--- config.mk ---
export PLATFORM = sky130hd
export DESIGN_NAME = swc_serial_switch_ctrl
export DESIGN_NICKNAME = d
export VERILOG_FILES = /design/src/rtl/swc_pkg.sv /design/src/rtl/swc_shift_chain.sv /design/src/rtl/swc_hold_latch.sv /design/src/rtl/swc_serial_switch_ctrl.sv
export SDC_FILE = /design/constraint.sdc
export NUM_CORES = 1
export LEC_CHECK = 0
export BUFFER_PORTS_ARGS = -buffer_cell sky130_fd_sc_hd__buf_2
export CORE_MARGIN = 2
export CORE_UTILIZATION = 39
export DETAILED_ROUTE_END_ITERATION = 6
export GPL_TIMING_DRIVEN = 0
export REMOVE_ABC_BUFFERS = 1
export SYNTH_ARGS = -nofsm -noshare
export SYNTH_HDL_FRONTEND = slang
export SYNTH_SLANG_ARGS = --single-unit
--- constraint.sdc ---
create_clock -name clk -period 1.1 [get_ports clk]
set_clock_uncertainty 0.05 [all_clocks]
set_input_delay 0.055 -clock clk [delete_from_list [all_inputs] [get_ports clk]]
set_output_delay 0.055 -clock clk [all_outputs]
set_load 0.05 [all_outputs]
--- src/rtl/swc_pkg.sv ---
package swc_pkg;

    localparam int CH_COUNT = 8;

    // Inputs of one control cycle, gathered for the datapath
    typedef struct packed {
        logic ser;
        logic step;
        logic hold;
        logic clr;
    } swc_ctl_t;

    // How the holding latch behaves in the current cycle
    typedef enum logic [1:0] {
        LAT_CLEAR  = 2'd0,
        LAT_FOLLOW = 2'd1,
        LAT_FREEZE = 2'd2
    } lat_mode_t;

    // Clear beats hold; hold low means transparent
    function automatic lat_mode_t lat_mode(swc_ctl_t c);
        if (c.clr)       return LAT_CLEAR;
        else if (c.hold) return LAT_FREEZE;
        else             return LAT_FOLLOW;
    endfunction

endpackage

--- src/rtl/swc_shift_chain.sv ---
module swc_shift_chain
    import swc_pkg::*;
#(
    parameter int NCH = CH_COUNT
) (
    input  logic           clk,
    input  logic           rst,
    input  swc_ctl_t       ctl,
    output logic [NCH-1:0] stage_q,
    output logic [NCH-1:0] stage_d
);

    // Next-state of each stage; stage 0 takes the serial bit
    for (genvar i = 0; i < NCH; i++) begin : g_stage
        if (i == 0) begin : g_head
            always_comb begin
                if (ctl.clr)       stage_d[i] = 1'b0;
                else if (ctl.step) stage_d[i] = ctl.ser;
                else               stage_d[i] = stage_q[i];
            end
        end else begin : g_body
            always_comb begin
                if (ctl.clr)       stage_d[i] = 1'b0;
                else if (ctl.step) stage_d[i] = stage_q[i-1];
                else               stage_d[i] = stage_q[i];
            end
        end
    end

    always_ff @(posedge clk) begin
        if (rst) stage_q <= '0;
        else     stage_q <= stage_d;
    end

endmodule

--- src/rtl/swc_hold_latch.sv ---
module swc_hold_latch
    import swc_pkg::*;
#(
    parameter int NCH = CH_COUNT
) (
    input  logic           clk,
    input  logic           rst,
    input  lat_mode_t      mode,
    input  logic [NCH-1:0] stage_q,
    input  logic [NCH-1:0] stage_d,
    output logic [NCH-1:0] sw_on
);

    // The frozen copy tracks the post-edge chain value, so raising hold
    // mid-cycle shows exactly what the outputs already present.
    logic [NCH-1:0] frozen_q;

    always_ff @(posedge clk) begin
        if (rst) begin
            frozen_q <= '0;
        end else begin
            unique case (mode)
                LAT_CLEAR:  frozen_q <= '0;
                LAT_FOLLOW: frozen_q <= stage_d;
                default:    frozen_q <= frozen_q;
            endcase
        end
    end

    always_comb begin
        unique case (mode)
            LAT_CLEAR:  sw_on = '0;
            LAT_FOLLOW: sw_on = stage_q;
            default:    sw_on = frozen_q;
        endcase
    end

endmodule

--- src/rtl/swc_serial_switch_ctrl.sv ---
module swc_serial_switch_ctrl
    import swc_pkg::*;
#(
    parameter int NCH = CH_COUNT
) (
    input  logic           clk,
    input  logic           rst,
    input  logic           ser_in,
    input  logic           step,
    input  logic           hold,
    input  logic           clr,
    output logic [NCH-1:0] sw_on,
    output logic           ser_out
);

    localparam int LAST = NCH - 1;

    swc_ctl_t       ctl;
    lat_mode_t      mode;
    logic [NCH-1:0] stage_q;
    logic [NCH-1:0] stage_d;

    always_comb begin
        ctl.ser  = ser_in;
        ctl.step = step;
        ctl.hold = hold;
        ctl.clr  = clr;
        mode     = lat_mode(ctl);
    end

    swc_shift_chain #(.NCH(NCH)) chain_i (
        .clk     (clk),
        .rst     (rst),
        .ctl     (ctl),
        .stage_q (stage_q),
        .stage_d (stage_d)
    );

    swc_hold_latch #(.NCH(NCH)) latch_i (
        .clk     (clk),
        .rst     (rst),
        .mode    (mode),
        .stage_q (stage_q),
        .stage_d (stage_d),
        .sw_on   (sw_on)
    );

    assign ser_out = stage_q[LAST];

endmodule

Word-level counts from Yosys, hierarchy flattened
Index checks and enable logic that the tools add are counted.
{"block": "word_totals", "wordCells": 25, "regBits": 16, "in_bits": 6, "out_inout_bits": 9}
{"block": "op_classes", "n_reduce_logical": 2, "eq_ne": 1, "mux": 20}
{"op": "$pmux 8 s2", "n": 2}
{"op": "$mux 1", "n": 16}
{"op": "$mux 2", "n": 2}
{"op": "$eq 2x1->1 const B", "n": 1}
{"op": "$logic_not 2->1", "n": 1}
{"op": "$reduce_bool 2->1", "n": 1}

Longest topological paths before layout
{"block": "depth", "ltp_word": 4, "depth_mapped": 5, "ltp_nobuf": 2}

Modules after synthesis
Synthesis repeated with hierarchy kept, for this count alone.
{"block": "unflattened", "hier_cells": 84, "area_unflattened_um2": 774.5}
{"mod": "swc_hold_latch", "seq_area_each_um2": 160.2, "cells_per_inst": 46, "n_inst": 1, "area_each_um2": 422.9}
{"mod": "swc_shift_chain", "seq_area_each_um2": 160.2, "cells_per_inst": 36, "n_inst": 1, "area_each_um2": 334.1}
{"mod": "swc_serial_switch_ctrl", "seq_area_each_um2": 0.0, "cells_per_inst": 2, "n_inst": 1, "area_each_um2": 17.5}

Worst setup path after synthesis
OpenSTA, ideal clock, no wires.
{"block": "synth_timing", "path_kind": "flip-flop to output port", "startpoint": "register chain_i.stage_q[7]", "endpoint": "output sw_on[7]", "stages_incl_launch_ff": 3, "required_ps": 995, "n_path_buf": 0, "arrival_ps": 1423, "setup_slack_ps": -428, "cell_sequence": "dfxtp_1 > mux2i_1 > nor2_1"}
{"block": "synth_via", "elab_chain_len": 1}
{"element": "start, declared", "line": "swc_shift_chain.sv:9", "rtl": "output logic [NCH-1:0] stage_q,"}
{"element": "start signal, assigned", "line": "swc_shift_chain.sv:32", "rtl": "else stage_q <= stage_d;"}
{"element": "$pmux 8 s2", "line": "swc_hold_latch.sv:31", "rtl": "unique case (mode)"}
{"element": "end, declared", "line": "swc_serial_switch_ctrl.sv:12", "rtl": "output logic [NCH-1:0] sw_on,"}
No other way between the ends.

Final worst setup path
{"block": "layout_timing", "startpoint": "register chain_i.stage_q[0]", "endpoint": "output sw_on[0]"}
The elaborated chain is that of the path after synthesis.

==> impl_metrics.toml <==
[global_route]
overflow = 0
grt_pass1_vias = 515
grt_max_degree = 18
grt_pass1_wl_um = 2235
grt_antenna_before_repair = 0
grt.total_usage_pct = 14.68

[sta]
relSlewSlack_pct = 62.21
hold-worst-slack_ns = 0.1885
tns_ns = -0.07825
fmaxAchievable_ghz = 0.8616
tightest_slew_ns = 0.5668
hold_viol_final = 0
setup_ws_ns = -0.06066
period_needed_ns = 1.161
slew_violations = 0
finalSetupViolCount = 4
rsz0062_at_grt = "yes"
finalCritPeriodShare_pct = 105.5

[power_and_ir_drop]
leakage_uw = 0.0004130
pwr-share-clk_pct = 34.6
p_per_area_nw_per_um2 = 1165
swShare_pct = 23.00
p_int_uw = 839.7
p_seq_share_pct = 54.7
ir_drop_mv = 0.5563
p_switching_uw = 250.9
combPwrFrac_pct = 10.7

[run_status]
violations = "negative setup slack"
status = "finished, violations left"

[floorplan]
io_pins = 15
core_area_um2 = 1727
start_util_pct = 41.67
die_h_um = 46.95
rows = 15
chipWidth_um = 46.95
die-area_um2 = 2204

[worst_setup_path]
start_kind = "flip-flop"
critPathRequiredTime_ns = 1.00
end_kind = "primary output"
path_cells = "mux2i_1, nor2_1, buf_6"
critPathMaxStageDelay_ns = 0.35
critPathArrivalTime_ns = 1.06
cp_top_family = "flip-flops"
crit_type = "flip-flop to primary output"
path_max_fanout = 2
slowest_stage = "dfxtp_2"
critPathBufInv = 1

[yosys]
synth_xor_area_share_pct = 0
muxShareOfSynthArea_pct = 22.26
synth-seq-cells = 16
synth_compound_area_share_pct = 9.739
synth_warnings = 0
synth_fa_ha_area_share_pct = 0
netlist_top_cells_area = "dfxtp_1 45%, mux2i_1 22%, nor2_1 8.3%, nor2b_1 7.0%, a211oi_1 6.3%"
seq_area_frac_synth_pct = 44.52
synth_top_area_cell = "dfxtp_1"
synth_top_area_share_pct = 44.52
syn_area_um2 = 719.4
synth_top_family_by_area = "multiplexers"
synth_cell_types = 10
avgSynthCellArea_um2 = 9.992
synth_cells = 72
yosys.area_share.simple_pct = 16.17

[finish]
layout_common_cells = "16 x mux2i_1, 16 x nor2_1, 16 x dfxtp_2"
final_util_pct = 54.20
nNetsFinal = 98
fin_cells = 116
antennaDiodeCount = 0
drive_above_1_share_pct = 46.15
areaGrowthSynthToFinish_pct = 30.09

[clock_tree]
cts_sinks = 16
path_clk_slew_ns = 0.09
h-tree-depth = 1
clock_latency_ns = 0.27
cts_tree = "done"
cts_root_buf = "clkbuf_4"
clk_path_buf_depth = 2
numCtsBuffers = 3

[worst_hold_path]
holdCritPathClass = "input pin to flip-flop"

[drt]
drt_pre_antenna_iters = 4
detail-route-antenna-nets = 0
viasPerCell = 4.750
via_count = 551
drt_iter0_markers = 2
routed_wl_um = 1406
drc = 0
wl_per_cell_um = 12.12

[run]
cap_violations = 0

[placement]
dp_cells = 105
place_ws_ns = -0.01636
place_congestion = 0.6354
dp_hpwl_um = 827.6
io_buffers = 14
-- synth_stat cells --
cell type,instances
dfxtp_1,16
mux2i_1,16
nor2_1,16
nor2b_1,8
a211oi_1,6
buf_2,3
buf_6,3
a211oi_2,2
inv_1,1
or2_1,1
-- power by group through the flow --
stage | Combinational [uW] | Sequential, uW | Clock, uW
global placement | 103 | 608 | 0
detailed placement | 104 | 609 | 0
finish | 117 | 597 | 377
CTS | 117 | 595 | 389
global route | 126 | 598 | 411
floorplan | 63.0 | 607 | 0
-- metal layers --
metal	global-route usage (%)	part of all wire [%]	vias to the layer above
met1	17.54	45	257
met3	3.462	3.4	2
li1	-	-	280
met4	6.667	0.43	0
met5	0	0	-
met2	24.93	51	12
-- registers in the layout, indices dropped and copies added, names as in the netlist --
register / count
chain_i.stage_q: 8
latch_i.frozen_q: 8
-- what timing repair did --
item | 4_1_cts | 5_1_grt
hold endpoints to repair | 1 | 0
setup buffers | 4 | 2
gates cloned | 0 | 0
pin swaps | 3 | 5
hold buffers | 1 | 0
setup endpoints to repair | 8 | 8
resized for setup | 28 | 5
-- area by class of cell --
class | instances | area [um^2]
Clock buffer | 4 | 36.28
Tap cell | 25 | 31.28
Fill cell | 170 | 790.8
Inverter | 1 | 3.754
Timing Repair Buffer | 21 | 177.7
Multi-Input combinational cell | 49 | 346.6
Sequential cell | 16 | 340.3
-- cells by family (layout without fill, tap and decap cells) --
logic type | Yosys count | in the layout
AOI/OAI and AO/OA | 8 | 8
buffers and inverters | 7 | 26
DFF | 16 | 16
and+or+nand+nor | 25 | 25
muxes | 16 | 16
-- worst min-delay path, stage by stage --
cell and delay, ns:
buf_2 0.19, mux2i_1 0.16, nor2_1 0.08
-- final timing paths --
check | startpoint | end | slack (ns) | cells past startpoint
worst max-delay path | chain_i.stage_q[0]$_SDFF_PP0_ | sw_on[0] | -0.06 | 3
worst min-delay path | step | chain_i.stage_q[2]$_SDFF_PP0_ | 0.19 | 3
worst min register to register | latch_i.frozen_q[6]$_SDFFE_PP0N_ | latch_i.frozen_q[6]$_SDFFE_PP0N_ | 0.46 | 2
worst max register to register | chain_i.stage_q[2]$_SDFF_PP0_ | latch_i.frozen_q[3]$_SDFFE_PP0N_ | 0.17 | 3
-- metrics by stage --
step / total power, uW / cell area, um^2
final: 1091 / 935.9
after global routing: 1135 / 935.9
after CTS: 1101 / 913.4
after detailed placement: 712.5 / 772.0
after global placement: 710.8 / 772.0
after floorplan: 670.1 / 670.6
No activity file was read; power rests on OpenSTA's default activity.
